$ cat src/rtl/dst_filt_pkg.sv
package dst_filt_pkg;

    localparam int          CRC_W    = 32;
    localparam logic [31:0] CRC_POLY = 32'h04C1_1DB7;
    localparam logic [31:0] CRC_INIT = 32'hFFFF_FFFF;

    typedef enum logic [1:0] {
        ST_IDLE    = 2'd0,
        ST_COLLECT = 2'd1,
        ST_DECIDE  = 2'd2
    } state_t;

    // Mode flags, bit order fixed by the configuration encoding.
    typedef struct packed {
        logic allmulti;   // bit 2
        logic promisc;    // bit 1
        logic bcast_en;   // bit 0
    } mode_t;

    // One byte of the hash CRC: data bits enter from bit 0 upward,
    // register shifts toward its MSB.
    function automatic logic [CRC_W-1:0] crc_step(input logic [CRC_W-1:0] cur,
                                                   input logic [7:0]       data);
        logic [CRC_W-1:0] c;
        logic             fb;
        c = cur;
        for (int i = 0; i < 8; i++) begin
            fb = c[CRC_W-1] ^ data[i];
            c  = {c[CRC_W-2:0], 1'b0};
            if (fb) c = c ^ CRC_POLY;
        end
        return c;
    endfunction

endpackage

$ cat src/rtl/dst_filt_cfg.sv
module dst_filt_cfg
    import dst_filt_pkg::*;
#(
    parameter int ADDR_W    = 48,
    parameter int WORD_W    = 32,
    parameter int HASH_BITS = 6,
    parameter int SEL_W     = 3
) (
    input  logic                       clk,
    input  logic                       rst_n,
    input  logic                       cfg_we,
    input  logic [SEL_W-1:0]           cfg_sel,
    input  logic [WORD_W-1:0]          cfg_wdata,
    output logic [ADDR_W-1:0]          station,
    output logic [(1<<HASH_BITS)-1:0]  hash_tbl,
    output mode_t                      mode
);
    localparam int HALF_W     = ADDR_W / 2;
    localparam int HASH_WORDS = (1 << HASH_BITS) / WORD_W;
    localparam int SEL_HASH0  = 2;
    localparam int SEL_MODE   = SEL_HASH0 + HASH_WORDS;

    logic [ADDR_W-1:0] station_q;
    mode_t             mode_q;

    always_ff @(posedge clk) begin
        if (!rst_n) begin
            station_q <= '0;
            mode_q    <= '0;
        end else if (cfg_we) begin
            if (cfg_sel == SEL_W'(0))
                station_q[ADDR_W-1:HALF_W] <= cfg_wdata[HALF_W-1:0];
            if (cfg_sel == SEL_W'(1))
                station_q[HALF_W-1:0] <= cfg_wdata[HALF_W-1:0];
            if (cfg_sel == SEL_W'(SEL_MODE))
                mode_q <= mode_t'(cfg_wdata[2:0]);
        end
    end

    genvar w;
    generate
        for (w = 0; w < HASH_WORDS; w++) begin : g_hash_word
            logic [WORD_W-1:0] word_q;
            always_ff @(posedge clk) begin
                if (!rst_n)
                    word_q <= '0;
                else if (cfg_we && cfg_sel == SEL_W'(SEL_HASH0 + w))
                    word_q <= cfg_wdata;
            end
            assign hash_tbl[w*WORD_W +: WORD_W] = word_q;
        end
    endgenerate

    assign station = station_q;
    assign mode    = mode_q;

endmodule

$ cat src/rtl/dst_filt_crc.sv
module dst_filt_crc
    import dst_filt_pkg::*;
#(
    parameter int BYTE_W    = 8,
    parameter int HASH_BITS = 6
) (
    input  logic                 clk,
    input  logic                 rst_n,
    input  logic                 start,
    input  logic                 step,
    input  logic [BYTE_W-1:0]    data,
    output logic [HASH_BITS-1:0] idx
);
    logic [CRC_W-1:0] crc_q;

    always_ff @(posedge clk) begin
        if (!rst_n)
            crc_q <= CRC_INIT;
        else if (start)
            crc_q <= crc_step(CRC_INIT, data);
        else if (step)
            crc_q <= crc_step(crc_q, data);
    end

    assign idx = crc_q[CRC_W-1 -: HASH_BITS];

endmodule

$ cat src/rtl/dst_filt_decide.sv
module dst_filt_decide
    import dst_filt_pkg::*;
#(
    parameter int ADDR_W    = 48,
    parameter int BYTE_W    = 8,
    parameter int HASH_BITS = 6
) (
    input  logic [ADDR_W-1:0]          dst,
    input  logic [ADDR_W-1:0]          station,
    input  logic [(1<<HASH_BITS)-1:0]  hash_tbl,
    input  logic [HASH_BITS-1:0]       idx,
    input  mode_t                      mode,
    output logic                       hit
);
    typedef enum logic [1:0] {
        K_UNICAST = 2'd0,
        K_GROUP   = 2'd1,
        K_BCAST   = 2'd2
    } kind_t;

    kind_t kind;

    always_comb begin
        if (&dst)
            kind = K_BCAST;
        else if (dst[ADDR_W-BYTE_W])
            kind = K_GROUP;
        else
            kind = K_UNICAST;
    end

    always_comb begin
        hit = 1'b0;
        if (mode.promisc) begin
            hit = 1'b1;
        end else begin
            unique case (kind)
                K_BCAST:   hit = mode.bcast_en;
                K_GROUP:   hit = mode.allmulti | hash_tbl[idx];
                K_UNICAST: hit = (dst == station);
                default:   hit = 1'b0;
            endcase
        end
    end

endmodule

$ cat src/rtl/dst_filt.sv
module dst_filt
    import dst_filt_pkg::*;
#(
    parameter int ADDR_BYTES = 6,
    parameter int BYTE_W     = 8,
    parameter int HASH_BITS  = 6,
    parameter int WORD_W     = 32,
    parameter int SEL_W      = 3
) (
    input  logic              clk,
    input  logic              rst_n,
    input  logic              rx_sof,
    input  logic              rx_vld,
    input  logic [BYTE_W-1:0] rx_byte,
    input  logic              cfg_we,
    input  logic [SEL_W-1:0]  cfg_sel,
    input  logic [WORD_W-1:0] cfg_wdata,
    output logic              dec_valid,
    output logic              dec_accept
);
    localparam int ADDR_W = ADDR_BYTES * BYTE_W;
    localparam int CNT_W  = $clog2(ADDR_BYTES);

    state_t                    state_q, state_d;
    logic [CNT_W-1:0]          cnt_q;
    logic [ADDR_W-1:0]         dst_q;
    logic [ADDR_W-1:0]         station_q;
    logic [(1<<HASH_BITS)-1:0] hash_tbl;
    mode_t                     mode_q;
    logic [HASH_BITS-1:0]      hash_idx;
    logic                      hit;
    logic                      start, take, last;
    logic                      mode_promisc, mode_bcast;

    assign start = rx_vld & rx_sof;
    assign take  = start | (rx_vld & (state_q == ST_COLLECT));
    assign last  = rx_vld & ~rx_sof & (state_q == ST_COLLECT)
                   & (cnt_q == CNT_W'(ADDR_BYTES - 1));

    // State register
    always_ff @(posedge clk) begin
        if (!rst_n)
            state_q <= ST_IDLE;
        else
            state_q <= state_d;
    end

    // Next state
    always_comb begin
        state_d = state_q;
        unique case (state_q)
            ST_IDLE:    if (start) state_d = ST_COLLECT;
            ST_COLLECT: if (last)  state_d = ST_DECIDE;
            ST_DECIDE:  state_d = start ? ST_COLLECT : ST_IDLE;
            default:    state_d = ST_IDLE;
        endcase
    end

    // Byte counter and address shift register
    always_ff @(posedge clk) begin
        if (!rst_n) begin
            cnt_q <= '0;
            dst_q <= '0;
        end else if (take) begin
            cnt_q <= start ? CNT_W'(1) : cnt_q + CNT_W'(1);
            dst_q <= {dst_q[ADDR_W-BYTE_W-1:0], rx_byte};
        end
    end

    // Outputs
    always_comb begin
        dec_valid  = (state_q == ST_DECIDE);
        dec_accept = dec_valid & hit;
    end

    dst_filt_cfg #(
        .ADDR_W(ADDR_W), .WORD_W(WORD_W), .HASH_BITS(HASH_BITS), .SEL_W(SEL_W)
    ) u_cfg (
        .clk(clk), .rst_n(rst_n), .cfg_we(cfg_we), .cfg_sel(cfg_sel),
        .cfg_wdata(cfg_wdata), .station(station_q), .hash_tbl(hash_tbl),
        .mode(mode_q)
    );

    dst_filt_crc #(
        .BYTE_W(BYTE_W), .HASH_BITS(HASH_BITS)
    ) u_crc (
        .clk(clk), .rst_n(rst_n), .start(start),
        .step(take & ~start), .data(rx_byte), .idx(hash_idx)
    );

    dst_filt_decide #(
        .ADDR_W(ADDR_W), .BYTE_W(BYTE_W), .HASH_BITS(HASH_BITS)
    ) u_dec (
        .dst(dst_q), .station(station_q), .hash_tbl(hash_tbl),
        .idx(hash_idx), .mode(mode_q), .hit(hit)
    );

    assign mode_promisc = mode_q.promisc;
    assign mode_bcast   = mode_q.bcast_en;

endmodule

$ cat config.mk
export PLATFORM = sky130hd
export DESIGN_NAME = dst_filt
export DESIGN_NICKNAME = d
export VERILOG_FILES = /design/src/rtl/dst_filt_pkg.sv /design/src/rtl/dst_filt_cfg.sv /design/src/rtl/dst_filt_crc.sv /design/src/rtl/dst_filt_decide.sv /design/src/rtl/dst_filt.sv
export SDC_FILE = /design/constraint.sdc
export NUM_CORES = 1
export LEC_CHECK = 0
export BUFFER_PORTS_ARGS = -buffer_cell sky130_fd_sc_hd__buf_4
export CORE_ASPECT_RATIO = 0.8
export CORE_UTILIZATION = 35
export DETAILED_ROUTE_END_ITERATION = 8
export SYNTH_ARGS = -nofsm -noshare
export SYNTH_HDL_FRONTEND = slang
export SYNTH_SLANG_ARGS = --single-unit
$ cat constraint.sdc
create_clock -name clk -period 3.37 [get_ports clk]
set_clock_uncertainty 0.05 [all_clocks]
set_input_delay 1.011 -clock clk [delete_from_list [all_inputs] [get_ports clk]]
set_output_delay 1.011 -clock clk [all_outputs]
set_load 0.05 [all_outputs]
==> results of run 1 <==
-- worst reg2reg max path: cells and delay by family, from the launching register on --
family	cells	cell delay, ps
XOR/XNOR	3	990
AO/OA/AOI/OAI	2	430
flip-flops	1	340
buffers and inverters	2	300
AND/OR/NAND/NOR	1	240
-- repair_timing --
action	4_1_cts	5_1_grt
gates resized for setup	5	0
setup endpoints to repair	1	1
gates cloned	0	0
pin swaps	1	0
buffers inserted	2	0
-- flip-flops by register name, summed over array words and instances (netlist names) --
signal,count
u_cfg.mode,3
u_crc.crc_q,32
u_cfg.station,48
dst_q,48
cnt_q,3
u_cfg.g_hash_word.word_q,64
state_q,2
-- cell families (layout without fill, tap and decap cells) --
logic type	after synthesis	count (layout)	synth area share
AOI/OAI and AO/OA	231	231	0.166
xor gates and xnor gates	165	165	0.160
adders and majority gates	2	2	0.00250
DFF	200	200	0.400
buffers and inverters	90	121	0.0410
muxes	27	27	0.0471
and+or+nand+nor	446	446	0.183
-- synth_stat cells (3+ instances only) --
| cell | count | share of area |
|---|---|---|
| xnor3_1 | 3 | 0.0067 |
| nor2b_1 | 6 | 0.0037 |
| nand4_1 | 16 | 0.010 |
| xor2_1 | 74 | 0.065 |
| xnor2_2 | 4 | 0.0065 |
| mux4_2 | 16 | 0.036 |
| nand3_1 | 5 | 0.0025 |
| nor4_1 | 15 | 0.0094 |
| xor2_4 | 3 | 0.0082 |
| buf_6 | 8 | 0.0090 |
| o2111ai_1 | 3 | 0.0026 |
| a21boi_0 | 161 | 0.12 |
| clkbuf_1 | 64 | 0.024 |
| dfxtp_1 | 200 | 0.40 |
| nor2_1 | 29 | 0.011 |
| o21ai_0 | 16 | 0.0080 |
| o21ai_1 | 5 | 0.0025 |
| mux2i_1 | 10 | 0.010 |
| and3_1 | 3 | 0.0019 |
| nand2_1 | 357 | 0.13 |
| o21a_1 | 3 | 0.0022 |
| inv_1 | 5 | 0.0019 |
| buf_2 | 7 | 0.0035 |
| buf_1 | 5 | 0.0019 |
| o211ai_1 | 12 | 0.0090 |
| xnor2_1 | 79 | 0.069 |
| and2_1 | 4 | 0.0025 |
| a211oi_1 | 7 | 0.0052 |
| a21oi_1 | 12 | 0.0060 |
-- area by class of cell --
type	instances	area (sq um)	share of cell area
clock inverters	13	159	0.0139
flip-flops and latches	200	4010	0.351
well taps	364	455	0.0399
inverters	5	18.8	0.00164
multi-input cells	871	5630	0.493
repair buffers	84	709	0.0621
clock buffers	19	443	0.0388
-- per-stage QoR --
stage | power, mW | setup WS (ps)
final | 6.06 | -346
after global routing | 6.31 | -405
after CTS | 6.09 | -385
after detailed placement | 3.96 | -48.5
after global placement | 3.95 | -38.0
after floorplan | 3.59 | 61.1
-- path summary, 6_finish.rpt --
kind | from | endpoint | slack (ps) | cells after the start
worst max register to register | u_crc.crc_q[26]$_SDFFE_PN1P_ | u_crc.crc_q[14]$_SDFFE_PN1P_ | 880 | 8
worst min-delay path | u_cfg.g_hash_word[1].word_q[12]$_SDFFE_PN0P_ | u_cfg.g_hash_word[1].word_q[12]$_SDFFE_PN0P_ | 410 | 2
worst min register to register | u_cfg.g_hash_word[1].word_q[12]$_SDFFE_PN0P_ | u_cfg.g_hash_word[1].word_q[12]$_SDFFE_PN0P_ | 410 | 2
worst max-delay path | u_crc.crc_q[26]$_SDFFE_PN1P_ | dec_accept | -350 | 8
-- metal layers --
metal  GRT usage  vias to the layer above  part of all wire
li1            -                     3879                 -
met1       0.301                     3840              0.50
met2       0.277                      229              0.42
met3      0.0344                       22             0.063
met4      0.0469                        0             0.012
met5           0                        -                 0
-- power by group --
group | internal [mW] | leakage [nW] | total, mW | switching [mW]
clock network | 1.14 | 0.291 | 2.13 | 0.995
registers | 2.46 | 1.62 | 2.55 | 0.0882
logic | 0.668 | 2.38 | 1.38 | 0.711
total | 4.26 | 4.30 | 6.06 | 1.79
==> metrics, run 1 <==
status finished with violations; failing checks negative setup slack; DRT iter0 DRCs 544; Mean Syn Cell Area 8.62 sq um; slew at the pin closest to its max-slew limit between 600 and 700 ps; Setup-failing EPs final 1; Final min period approximately 3700 ps; average wire per standard cell 17.9 um; Slowest cell on crit path mux4_2; largest net degree at the start of global routing 109; crit-path leading delay family multiplexers; Worst EP arrival between 2000 and 3000 ps; hpwl dp 19.0 mm; synthesized area 10,000 sq um; Worst Hold Class reg2reg; Clk pin slew, worst setup/hold paths 80 ps; vias in the first global route between 7,000 and 8,000; Final Max Slew Viols 0; Worst Setup Slack, final -346 ps; critical path startpoint category flip-flop; Slew Limit Headroom 0.570; H-tree level count 4; RD Place Congestion 0.874; Synth Register Bits 200; CP Data Required Time 2310 ps; die area 29,300 sq um; clk_lat worst skew 450 ps; Fin Setup TNS -346 ps; slowest cell delay on critical path between 500 and 600 ps; Core Footprint between 20,000 and 30,000 sq um; most frequent cells in the layout 357 x nand2_1, 199 x dfxtp_1, 161 x a21boi_0, 79 x xnor2_1, 77 x buf_4; non-filler cells, final 1,556; Area Growth Syn to Fin 14.1%; Post-synth top flop dfxtp_1; Final Hold Fails 0; worst setup path class reg2out; CTS root buf clkbuf_16; most common cell after layout, fill and taps aside nand2_1; async set or reset register ratio after synthesis 0; drt first pass iters 5; Nets around 1,200; Synth Instances 1,161; GR Overflow Total 0; # hold bufs at CTS 0; max cap viols 0; post-synthesis sequential area ratio 0.400; TritonCTS clock tree yes; Port Buffers 49; CTS Sinks 200; final wirelength 27.8 mm; Clock Tree Buf Depth 2; layout cells sized above 1 0.125; Inserted Diodes 0; EDFF count, synth 0; Placed Cells about 1,500; PD cells 530 nW/um^2; Leak 4.30 nW; Via density roughly 5.1; Post-Route Utilization 0.412; Final period util 1.10; DRC errors left 0; via total after detailed routing 7,970; Syn Nets 1,211; CTS Buf Count 17; Worst Path Buf+Inv 2; synth unique cells 52; first-pass GRT wire length 44.0 mm; num rows 54; initial antenna violation count 0; Ports 50; Initial Utilization 0.361; Die W 191 um; Setup crit end kind primary output; warnings from Yosys 0; ANT nets after route 0; design area roughly 11,000 sq um; GR Util All Layers 0.196; fmax ~0.27 GHz; fill count ~2,800; Critical Path Fanout Max 11; RSZ-0062 raised after global routing true; Max VDD drop between 0.3 and 0.4 mV; crit-path cells buf_12 -> mux4_2 -> mux2i_1 -> mux4_2 -> nor2b_2 -> nor4b_4 -> o22ai_2 -> buf_6; placed instance area 10,800 sq um; CP most frequent cell mux4_2; Hold Slack roughly 410 ps; die height around 150 um
Note: power is estimated with default switching activity, not from simulation.
==> run 2: changes to the inputs <==
--- a/config.mk
+++ b/config.mk
@@ -5,6 +5,7 @@
 export SDC_FILE = /design/constraint.sdc
 export NUM_CORES = 1
 export LEC_CHECK = 0
+export ABC_AREA = 1
 export BUFFER_PORTS_ARGS = -buffer_cell sky130_fd_sc_hd__buf_4
 export CORE_ASPECT_RATIO = 0.8
 export CORE_UTILIZATION = 35
==> run 2 against run 1 <==
Compared with the run above:
- sequential share of layout area fell by 0.073 points
- critical path depth grew 5
- the run now ends clean
- combinational power is essentially flat
- largest power group unchanged
==> metrics, run 2 <==
post-synthesis sequential area ratio 0.397; layout cells sized above 1 0.112; vias in the first global route 8,411; slew at the pin closest to its max-slew limit 1080 ps; drt first pass iters 5; die height 154 um; max cap viols 0; Clk pin slew, worst setup/hold paths ~80 ps; worst setup path class reg2out; H-tree level count 4; Placed Cells roughly 1,800; count leader, synth nor2_1; design area 11,500 sq um; Post-synth top flop dfxtp_1; Slew Limit Headroom 0.279; Via density 4.97; slowest cell delay on critical path 360 ps; Worst Hold Class reg2reg; Critical Path Fanout Max 12; Slowest cell on crit path dfxtp_2; Die W 192 um; ANT nets after route 0; Mean Syn Cell Area 7.04 sq um; fill count 2,922; Synth Register Bits 200; crit-path cells inv_4 -> clkbuf_16 -> nand2_1 -> nand3_1 -> nand3_1 -> nand2_1 -> nand2_1 -> nand3_1 -> nand3_1 -> nand3_2 -> nand2_1 -> a21oi_2 -> buf_6; status finished, final reports clean; P_sw roughly 2.0 mW; largest area contributor in the netlist dfxtp_1; top post-synthesis cells by area dfxtp_1 40%, nor2_1 10%, o21ai_0 9.8%; CP Data Required Time 2310 ps; Final Max Slew Viols 0; die area 29,500 sq um; Core Footprint about 28,000 sq um; fmax roughly 0.31 GHz; TritonCTS clock tree yes; num rows 55; PD cells 537 nW/um^2; Setup crit end kind primary output; clk_lat worst skew approximately 450 ps; pre-CTS setup slack 392 ps; CTS root buf clkbuf_16; sequential power share 0.427; sw frac 0.326; Clk pwr share 0.355; Port Buffers 49; final wirelength between 20 and 30 mm; RD Place Congestion 0.927; Worst Hold Depth 2; setup bufs post-CTS 0; Most flops, register u_cfg.g_hash_word.word_q; max reg flops 64; CTS Buf Count 17; FF+latch area 4020 sq um; Initial Utilization 0.356; Synth Instances between 1,000 and 1,500; via total after detailed routing 9,096; Worst EP arrival roughly 2100 ps; critical path startpoint category flip-flop; Final Hold Fails 0; Clock Tree Buf Depth 2; share of the synthesized area in the top cell type 0.397; Ports 50; first-pass GRT wire length 47.1 mm; DRC errors left 0; Comb power frac 0.218; Final min period 3190 ps; GR Util All Layers 0.207; Nets approximately 1,500; worst reg2reg path depth 9; warnings from Yosys 0; Internal 4.16 mW; EDFF count, synth 0; Setup-failing EPs final 0; synth unique cells 40; hpwl dp 20.6 mm; synthesized area 10,100 sq um; async set or reset register ratio after synthesis 0; non-filler cells, final roughly 1,800; Max VDD drop 0.421 mV; DRT iter0 DRCs 628; Leak 4.94 nW; most common cell after layout, fill and taps aside nor2_1; area occupied by multi-input gates 5380 sq um; average wire per standard cell 16.2 um; Commonest cells post-synth 278 x nor2_1, 237 x nand2_1, 200 x dfxtp_1; Fin Setup TNS 0 ps; GR Overflow Total 0; most frequent cells in the layout 275 x nor2_1, 236 x nand2_1, 197 x o21ai_0, 184 x dfxtp_1, 91 x nand3_1; initial antenna violation count 1; Area Growth Syn to Fin 14.1%; Worst Setup Slack, final 180 ps; Final period util 0.947; Syn Nets ~1,500; placed instance area 10,800 sq um; largest net degree at the start of global routing 87; CTS Sinks 200
==> run 2: power by group through the flow <==
stage                     registers (mW)  clock network, mW  logic (mW)
after detailed placement            2.68                  0        1.30
after CTS                           2.63               2.23        1.31
after floorplan                     2.64                  0       0.975
after global routing                2.65               2.33        1.51
after global placement              2.68                  0        1.29
final                               2.64               2.20        1.35
==> run 2: layout make-up <==
class | instances | share of cell area
flip-flops and latches | 200 | 0.350
clock buffers | 17 | 0.0370
well taps | 370 | 0.0403
clock inverters | 15 | 0.0178
repair buffers | 72 | 0.0539
diodes | 1 | 0.000218
inverters | 99 | 0.0330
multi-input cells | 1055 | 0.468
==> run 2: kinds of logic (layout without fill, tap and decap cells) <==
group,count (synthesis),count (layout),synth area share
simple gates,645,645,0.263
compound gates,283,283,0.146
flops,200,200,0.397
buf+inv,178,203,0.0728
xor+xnor,125,125,0.118
fa+ha+maj,2,2,0.00248
other cells,0,1,0
==> run 2: stage by stage <==
stage | util | hold slack [ps] | total power [mW]
after global routing | 0.407 | 423 | 6.49
final | 0.407 | 398 | 6.18
after floorplan | - | 374 | 3.61
after global placement | 0.380 | 384 | 3.97
after CTS | 0.403 | 400 | 6.17
after detailed placement | 0.380 | 388 | 3.99
==> run 2: worst paths after layout <==
check | slack (ps) | start | to
setup / recovery | 180 | u_crc.crc_q[26]$_SDFFE_PN1P_ | dec_accept
hold / removal | 400 | u_cfg.g_hash_word[1].word_q[1]$_SDFFE_PN0P_ | u_cfg.g_hash_word[1].word_q[1]$_SDFFE_PN0P_
setup reg to reg | 1130 | u_crc.crc_q[30]$_SDFFE_PN1P_ | u_crc.crc_q[2]$_SDFFE_PN1P_
hold reg to reg | 400 | u_cfg.g_hash_word[1].word_q[1]$_SDFFE_PN0P_ | u_cfg.g_hash_word[1].word_q[1]$_SDFFE_PN0P_
==> run 2: metal layers <==
metal	part of all wire	wire, um	vias to the layer above	global-route usage
met5	0	0	-	0
met4	0.011	324	0	0.0484
met3	0.059	1740	18	0.0406
met2	0.42	12500	220	0.302
met1	0.51	15100	4228	0.308
li1	-	-	4630	-
==> run 2: repair_timing <==
item,in CTS,in global routing
cloned,0,1
pin swaps,0,3
endpoints found under the setup margin,1,1
gates resized for setup,1,33
hold buffers,0,0
==> run 2: critical path: cells and delay by family (launching register included) <==
family | cells | cell delay [ps]
simple gates | 9 | 660
buf+inv | 3 | 440
flops | 1 | 360
compound gates | 1 | 220
